--- src/rtl/triac_zc_pulser.sv ---
module triac_zc_pulser #(
  parameter int PRE_W = 8,
  parameter int LEN_W = 16,
  parameter int CNT_W = 8
) (
  input  logic             clk,
  input  logic             rst_n,
  input  logic             sync_a,
  input  logic             sync_b,
  input  logic             gate_win,
  input  logic [PRE_W-1:0] presc_div,
  input  logic [LEN_W-1:0] pulse_len,
  input  logic [CNT_W-1:0] fire_count,
  input  logic [2:0]       int_mask,
  output logic             fire_out,
  output logic             irq
);

  logic [2:0] a_q, b_q, g_q;
  logic [PRE_W-1:0] tick_cnt;
  logic [LEN_W-1:0] left;
  logic busy;

  always_ff @(posedge clk or negedge rst_n)
    if (!rst_n) begin
      a_q <= '0;
      b_q <= '0;
      g_q <= '0;
    end else begin
      a_q <= {a_q[1:0], sync_a};
      b_q <= {b_q[1:0], sync_b};
      g_q <= {g_q[1:0], gate_win};
    end

  wire gate_ok  = g_q[1];
  wire a_rise   = a_q[1] & ~a_q[2];
  wire b_fall   = ~b_q[1] & b_q[2];
  wire g_rise   = g_q[1] & ~g_q[2];
  wire g_fall   = ~g_q[1] & g_q[2];
  wire enabled  = (pulse_len != '0) && (fire_count != '0);
  wire start    = (a_rise | b_fall) & gate_ok & enabled;
  wire tick     = (tick_cnt == presc_div);

  always_ff @(posedge clk or negedge rst_n)
    if (!rst_n) begin
      busy     <= 1'b0;
      tick_cnt <= '0;
      left     <= '0;
    end else if (start) begin
      busy     <= 1'b1;
      tick_cnt <= '0;
      left     <= pulse_len;
    end else if (busy) begin
      if (tick) begin
        tick_cnt <= '0;
        left     <= left - 1'b1;
        if (left == LEN_W'(1)) busy <= 1'b0;
      end else begin
        tick_cnt <= tick_cnt + 1'b1;
      end
    end

  always_ff @(posedge clk or negedge rst_n)
    if (!rst_n) irq <= 1'b0;
    else        irq <= |(int_mask & {start, g_fall, g_rise});

  assign fire_out = busy;

  AST_REMAIN_NONZERO: assert property (@(posedge clk) disable iff (!rst_n)
    busy |-> left != '0);
  AST_NO_FIRE_DISABLED: assert property (@(posedge clk) disable iff (!rst_n)
    $rose(fire_out) |-> ($past(pulse_len) != '0 && $past(fire_count) != '0));
  AST_FIRE_NEEDS_GATE: assert property (@(posedge clk) disable iff (!rst_n)
    $rose(fire_out) |-> $past(gate_ok));
  AST_PULSE_IRQ: assert property (@(posedge clk) disable iff (!rst_n)
    ($rose(fire_out) && $past(int_mask[2])) |-> irq);
  AST_IRQ_MASKED: assert property (@(posedge clk) disable iff (!rst_n)
    irq |-> $past(int_mask) != 3'b000);

endmodule

--- config.mk ---
export PLATFORM = sky130hd
export DESIGN_NAME = triac_zc_pulser
export DESIGN_NICKNAME = d
export VERILOG_FILES = /design/src/rtl/triac_zc_pulser.sv
export SDC_FILE = /design/constraint.sdc
export NUM_CORES = 1
export LEC_CHECK = 0
export BUFFER_PORTS_ARGS = -buffer_cell sky130_fd_sc_hd__buf_2
export CAP_MARGIN = 5
export CELL_PAD_IN_SITES_DETAIL_PLACEMENT = 1
export CELL_PAD_IN_SITES_GLOBAL_PLACEMENT = 1
export CORE_MARGIN = 2
export CORE_UTILIZATION = 44
export DETAILED_ROUTE_END_ITERATION = 6
export PLACE_DENSITY_LB_ADDON = 0.1
export SLEW_MARGIN = 20
export SYNTH_ARGS = -nofsm -noshare
export SYNTH_HDL_FRONTEND = slang
export SYNTH_SLANG_ARGS = --single-unit
export TNS_END_PERCENT = 1
--- constraint.sdc ---
create_clock -name clk -period 4.6 [get_ports clk]
set_clock_uncertainty 0.1 [all_clocks]
set_input_delay 0 -clock clk [delete_from_list [all_inputs] [get_ports clk]]
set_output_delay 0 -clock clk [all_outputs]
set_load 0.01 [all_outputs]
# ---- After elaboration in Yosys (flattened, before gate mapping)
# Index checks and enable logic that the tools add are counted.
dict set report totals {
  regBits 35
  input_bits 40
  out_inout_bits 2
  word_cells 40
}
dict set report op_classes {
  n_addsub 2
  n_eq_ne 2
  n_mux 10
  bitwise_logic 12
  n_reduce_logical 7
}
# op n
set op_table {}
lappend op_table {{$mux W16} 3}
lappend op_table {{$mux W8} 3}
lappend op_table {{$eq A16 B1 Y1 const B} 1}
lappend op_table {{$reduce_bool A16 Y1} 1}
lappend op_table {{$sub A16 B1 Y16 const B} 1}
lappend op_table {{$add A8 B1 Y8 const B} 1}
lappend op_table {{$eq A8 B8 Y1} 1}
lappend op_table {{$reduce_bool A8 Y1} 1}
lappend op_table {{$and A1 B1 Y1} 6}
lappend op_table {{$mux W1} 4}
lappend op_table {{$not A1 Y1} 4}
lappend op_table {{$reduce_bool A2 Y1} 2}
lappend op_table {{$and A3 B3 Y3} 1}
lappend op_table {{$reduce_or A3 Y1} 1}
lappend op_table {{$reduce_and A2 Y1} 1}
lappend op_table {{$logic_and A1 B1 Y1} 1}
lappend op_table {{$or A1 B1 Y1} 1}

# ---- Logic depth before layout (Yosys ltp)
# Gate-level depths: netlist of the first run.
dict set report depth {
  word_depth 7
  mapped_depth 7
  ltp_nobuf 7
}

# ---- Worst setup path before layout of the first run
# No wires, ideal clock.
dict set report synth_timing {
  path_kind {register to register}
  from {register left[7]}
  to {register left[13]}
  setup_ns 0.069
  arrival_ns 1.709
  required_ns 4.431
  setup_slack_ns 2.722
  path_stages_with_launch 6
  path_buffers 0
  synth_period_minus_slack_ns 1.878
  path_cell_list {dfrtp_1 nor4_2 nand2b_2 or3_1 or4b_1 nand3_1}
}
dict set report synth_between {
  elab_chain_cells 4
}
# item line_no
set synth_lines {}
lappend synth_lines {{start, declared} 21} ;# logic [LEN_W-1:0] left;
lappend synth_lines {{start signal, assigned} 52} ;# left <= pulse_len;
lappend synth_lines {{start signal, assigned} 56} ;# left <= left - 1'b1;
lappend synth_lines {{$sub A16 B1 Y16} 56}
lappend synth_lines {{$mux W16} 54} ;# if (tick) begin
lappend synth_lines {{$mux W16} 53} ;# end else if (busy) begin
lappend synth_lines {{$mux W16} 49} ;# end else if (start) begin
# No other way between the ends. The select of a mux whose other input is x is not followed.
# A chain may end at the register's enable or synchronous reset.

# ---- Worst setup path in the final report of the first run
dict set report layout_timing {
  from {register b_q[1]}
  to {register irq}
}
dict set report layout_between {
  elab_chain_cells 7
}
# item line_no
set layout_lines {}
lappend layout_lines {{start, declared} 19} ;# logic [2:0] a_q, b_q, g_q;
lappend layout_lines {{start signal, assigned} 31} ;# b_q <= {b_q[1:0], sync_b};
lappend layout_lines {{$not A1 Y1} 37} ;# wire b_fall = ~b_q[1] & b_q[2];
lappend layout_lines {{$and A1 B1 Y1} 37}
lappend layout_lines {{$or A1 B1 Y1} 41} ;# wire start = (a_rise | b_fall) & gate_ok & enabled;
lappend layout_lines {{$and A1 B1 Y1 (2 in series)} 41}
lappend layout_lines {{$and A3 B3 Y3} 65} ;# else irq <= |(int_mask & {start, g_fall, g_rise});
lappend layout_lines {{$reduce_or A3 Y1} 65}
lappend layout_lines {{end signal, assigned} 65}
lappend layout_lines {{end, declared} 16} ;# output logic irq
# No other way between the ends.

==> impl_metrics.ini, run 1 <==
[status]
status = finished, final reports clean

[drt]
wl_per_cell_um = 18.05
wirelength_um = 5687
dr.pass1.iters = 4
post_drt_via_cell_ratio = 5.775
route.detailed.drc = 0
ant_nets = 0
route.vias.total = 1819
drt_iter0_drc = 78

[run]
drv_cap = 0

[floorplanning]
ios = 42
die_area_mm2 = 0.004901
start_util = 0.4495
core_mm2 = 0.004264
rows = 24
dieHeight_um = 70.01
die_w_um = 70.01

[finish]
finish.instance_area_mm2 = 0.002472
fin_cells = 315
nets = 305
diodes = 0
area_growth_pct = 28.98
drive_above_1_share = 0.2319

[pwr]
switching_power_uw = 269.0
power_density_mw_per_mm2 = 337.3
p_clk_frac = 0.293
p_sw_frac = 0.3226
irDropWorstVdd_mv = 0.2347
p_total_uw = 833.9
p_leak_nw = 0.9765
p_int_uw = 564.9
seq_power_share = 0.484
power_frac_comb = 0.223

[clock_network]
root_buffer = clkbuf_8
cts.htree.levels = 2
worstSkewPairLatency_ns = 0.29
clock_sinks = 35
holdBufCountCts = 22
cts_tree = built
cts-resized-gates = 0
cts.path.max_buffers = 2
clk_pin_slew_ns = 0.08
post_cts_buffers = 0
cts_buffers = 5

[place]
globalplace.congestion = 0.8484
place_area_mm2 = 0.002153
placed_cells = 285
io_buffers = 41
dp_hpwl_um = 3940

[timing]
min_period_over_period = 0.5853
tightest_slew_ns = 1.009
slew_viol_final = 0
finalHoldViolCount = 0
fmax_mhz = 371.4
setup_viol = 0
rsz0062_at_grt = no
relSlewSlack = 0.3272
setup_tns_ns = 0
period_minus_slack_ns = 2.693

[yosys]
yosysTopAreaCellShare = 0.4569
avgSynthCellArea_um2 = 9.584
yosysUniqueCellTypes = 44
synth_nets = 243
syn_area_mm2 = 0.001917
synth_edf_count = 0
seq_area_frac_synth = 0.4569
synthTopCellsByCount = 35 x dfrtp_1, 26 x nand2_1, 19 x xnor2_1
yosysMostFrequentCell = dfrtp_1
ys_ff_latch = 35
syn_inst = 200
synthArstFlopShare = 1.000
synth_flop_cell = dfrtp_1
synth.largest_area_cell = dfrtp_1
yosys_warnings = 0
synth_area_leaders = dfrtp_1 46%, xnor2_1 8.7%, nand2_1 5.1%, nor4_1 4.2%, o21ai_0 2.3%

[hold_path]
holdCritPathClass = input port to async pin

[worst_setup_path]
r2r_setup_slack_ns = 1.91
worst-setup-path-type = flip-flop to flip-flop
cp-end-kind = flip-flop
crit_path_max_fanout = 29
crit_required_ns = 4.73
crit_arrival_ns = 2.82
startpoint_type = flip-flop

[grt]
grt_max_degree = 36
grt_pass1_vias = 1949
grtUsageTotal = 0.2490
antenna_found_initial = 0
grt_first_pass_wirelength_um = 9528
grt_remaining_overflow = 0
cells in the final DEF (no fill, tap or decap), drive strengths merged, types with 2 or more instances in the layout:
master,count
nand3b,3
nand2,26
a31oi,3
o211ai,2
a21oi,5
o22ai,2
xnor2,19
or4b,3
dlygate4sd3,22
or3,6
nor4,17
nor4b,2
o21ai,13
nand2b,3
dfrtp,35
nand3,8
nand4,3
or2,2
inv,4
or4,3
clkbuf,6
a31o,2
ha,3
nor3,7
and3,2
nor2,9
buf,41
flip-flops by register name, summed over array words and instances (netlist names):
signal / count
left: 16
tick_cnt: 8
a_q: 3
b_q: 3
g_q: 3
fire_out: 1
irq: 1
per-stage QoR:
step / worst slack (ns) / hold slack (ns) / util
after global placement: 2.118 / 0.009671 / 0.5050
final: 1.907 / 0.2407 / 0.5798
after global routing: 1.693 / 0.2371 / 0.5798
after CTS: 1.897 / 0.2358 / 0.5798
after floorplan: 2.722 / -0.3956 / -
after detailed placement: 1.977 / 0.009902 / 0.5050
per-layer routing:
layer / global-route usage / wire (µm) / vias up
met4: 0.08547 / 110 / 0
met1: 0.3115 / 2463 / 899
met2: 0.4307 / 2883 / 51
li1: - / - / 858
met3: 0.04762 / 230 / 11
met5: 0 / 0 / -
area by class of cell:
cell class              count  area, µm²
clock buffers               6      82.58
clock inverters             2      16.27
repair buffers             63      425.4
inverters                   4      15.01
fillers                   503       1792
well taps                  52      65.06
multi-input cells         153      992.2
flip-flops and latches     35      875.8
final timing paths:
kind / start / end / depth (start not counted)
max: b_q[1] / irq / 6
min: rst_n / tick_cnt[6] / 2
max reg2reg: b_q[1] / irq / 6
min reg2reg: g_q[0] / g_q[1] / 0
max in group asynchronous: rst_n / left[0] / 2
min in group clk: gate_win / g_q[0] / 2
power groups by stage:
stage          clock network (mW)  logic [mW]  registers [mW]
3_5_place_dp                    0       0.169           0.409
5_1_grt                     0.259       0.208           0.410
6_report                    0.244       0.186           0.404
3_3_place_gp                    0       0.161           0.404
4_1_cts                     0.248       0.186           0.403
2_1_floorplan                   0       0.117           0.394
kinds of logic (layout without fill, tap and decap cells):
group,Yosys count,count (layout),synth area share
fa+ha+maj,3,3,0.01958
simple gates,97,97,0.2964
compound gates,33,33,0.1090
flops,35,35,0.4569
xor+xnor,19,19,0.08681
buf+inv,12,75,0.02545
mux,1,1,0.005874
worst max-delay path: stages, from the launching register on:
cell and delay [ns]:
dfrtp_1 0.39, nand2b_1 0.15, a221oi_1 0.32, and2_1 0.85, nand2_1 0.13, o211ai_1 0.12
dlygate4sd3_1 0.57
Note: power is estimated with default switching activity, not from simulation.
==> run 2, diff against run 1 <==
--- a/config.mk
+++ b/config.mk
@@ -10,7 +10,7 @@
 export CELL_PAD_IN_SITES_DETAIL_PLACEMENT = 1
 export CELL_PAD_IN_SITES_GLOBAL_PLACEMENT = 1
 export CORE_MARGIN = 2
-export CORE_UTILIZATION = 44
+export CORE_UTILIZATION = 41
 export DETAILED_ROUTE_END_ITERATION = 6
 export PLACE_DENSITY_LB_ADDON = 0.1
 export SLEW_MARGIN = 20
==> constraint.sdc (replaced) <==
create_clock -name clk -period 2.5 [get_ports clk]
set_clock_uncertainty 0.1 [all_clocks]
set_input_delay 0 -clock clk [delete_from_list [all_inputs] [get_ports clk]]
set_output_delay 0 -clock clk [all_outputs]
set_load 0.01 [all_outputs]
==> impl_metrics.ini, run 2 (synthesized netlist as in run 1, its figures left out) <==
[status]
status = finished, final reports clean

[floorplanning]
die_w_um = 72.38
die_area_mm2 = 0.005238
core_mm2 = 0.004414
dieHeight_um = 72.38
rows = 24
start_util = 0.4342
ios = 42

[clock_network]
root_buffer = clkbuf_8
worstSkewPairLatency_ns = 0.29
cts_buffers = 5
cts_tree = built
cts.path.max_buffers = 2
clk_pin_slew_ns = 0.08
cts.htree.levels = 2
clock_sinks = 35

[hold_path]
holdCritPathClass = input port to async pin

[grt]
grtUsageMet2 = 0.4516
met3_usage = 0.04306
grt_busiest_layer = met2
antenna_found_initial = 0
grtUsageTotal = 0.2354
grt_use_met1 = 0.2675
grt_remaining_overflow = 0
grt_max_degree = 36
grt_pass1_vias = 1968
grt_first_pass_wirelength_um = 9356

[timing]
period_minus_slack_ns = 2.254
min_period_over_period = 0.9015
relSlewSlack = 0.4648
finalHoldViolCount = 0
setup_tns_ns = 0
fmax_mhz = 443.7
setup_viol = 0
fin_ws_ns = 0.2463
slew_viol_final = 0
tightest_slew_ns = 0.8029
rsz0062_at_grt = no

[finish]
nets = 311
reg.largest.list = left: 16 flops, tick_cnt: 8 flops
final_cell_mix = 41 x buf_2, 35 x dfrtp_1, 26 x nand2_1
final_common_cell = buf_2
regMostFlops = left
finish.instance_area_mm2 = 0.002557
area_growth_pct = 33.42
largest_reg_flops = 16
drive_above_1_share = 0.2454
diodes = 0

[drt]
route.detailed.drc = 0
ant_nets = 0
route.vias.total = 1789
drt_iter0_drc = 81
dr.pass1.iters = 2
wl_per_cell_um = 17.45
post_drt_via_cell_ratio = 5.573
wirelength_um = 5603

[place]
globalplace.congestion = 0.8163
place_area_mm2 = 0.002191
io_buffers = 41
pre_cts_slack_ns = 0.2966
dp_hpwl_um = 3913

[worst_setup_path]
crit_arrival_ns = 2.38
crit_required_ns = 2.62
timing.rr.end = left[11]
cp-end-kind = flip-flop
crit_path_max_fanout = 14
r2r_setup_slack_ns = 0.26
timing.rr.start = tick_cnt[6]
worstSetupStartpoint = pulse_len[11]
ff2ff_path_depth = 5
startpoint_type = input port
worst-setup-path-type = input port to flip-flop

[pwr]
irDropWorstVdd_mv = 0.3046
power_density_mw_per_mm2 = 667.1
p_leak_nw = 1.021

[run]
drv_cap = 0
[run 2: cell types whose count changed in the layout (fill, tap and decap cells not counted)]
cell	delta
dlygate4sd3_1	+1
bufinv_16	+2
clkbuf_8	-1
buf_4	+5
clkinv_4	-1
[run 2: area by class of cell]
cell class | instances | area (µm²)
tap | 52 | 65.06
clock buffer | 5 | 68.82
multi-input combinational | 153 | 992.2
sequential | 35 | 875.8
clock inverter | 3 | 67.56
fill | 509 | 1857
inverter | 4 | 15.01
timing repair buffer | 69 | 473.0
[run 2: routing by layer]
metal / up-vias / wire (µm)
li1: 870 / -
met1: 875 / 2339
met2: 40 / 3051
met3: 4 / 167
met4: 0 / 44
met5: - / 0
[run 2: stage by stage]
step                      cells  utilization  hold slack (ns)  power (mW)
after floorplan             200            -          -0.3956      0.9404
after global placement      290       0.4963         0.008373       1.051
after detailed placement    290       0.4963          0.01013       1.072
after CTS                   321       0.5794           0.2389       1.718
after global routing        321       0.5794           0.2451       1.797
final                       321       0.5794           0.2330       1.706
[run 2: worst max-delay path, cell delays in order]
cell and delay (ns):
dlygate4sd3_1 0.54, buf_2 0.13, nor4_1 0.40, nand4_1 0.24, and2_1 0.39, or4b_1 0.58, nand3_1 0.10
[run 2: report_power, final]
| part | switching (mW) | internal [mW] | total (mW) | leakage, nW |
|---|---|---|---|---|
| clock | 0.219 | 0.398 | 0.617 | 0.0644 |
| sequential | 0.0970 | 0.644 | 0.741 | 0.423 |
| combinational | 0.168 | 0.181 | 0.349 | 0.533 |
[run 2: what timing repair did]
| item | in CTS | in global routing |
|---|---|---|
| hold endpoints to repair | 55 | 0 |
| gates resized for setup | 0 | 0 |
| setup buffers | 0 | 0 |
| endpoints found under the setup margin | 0 | 0 |
| hold buffers | 23 | 0 |
[run 2: how the worst max path moves through the flow]
stage | endpoint
floorplan | left[13]
global placement | left[11]
detailed placement | left[11]
CTS | left[13]
global route | left[13]
finish | left[13]
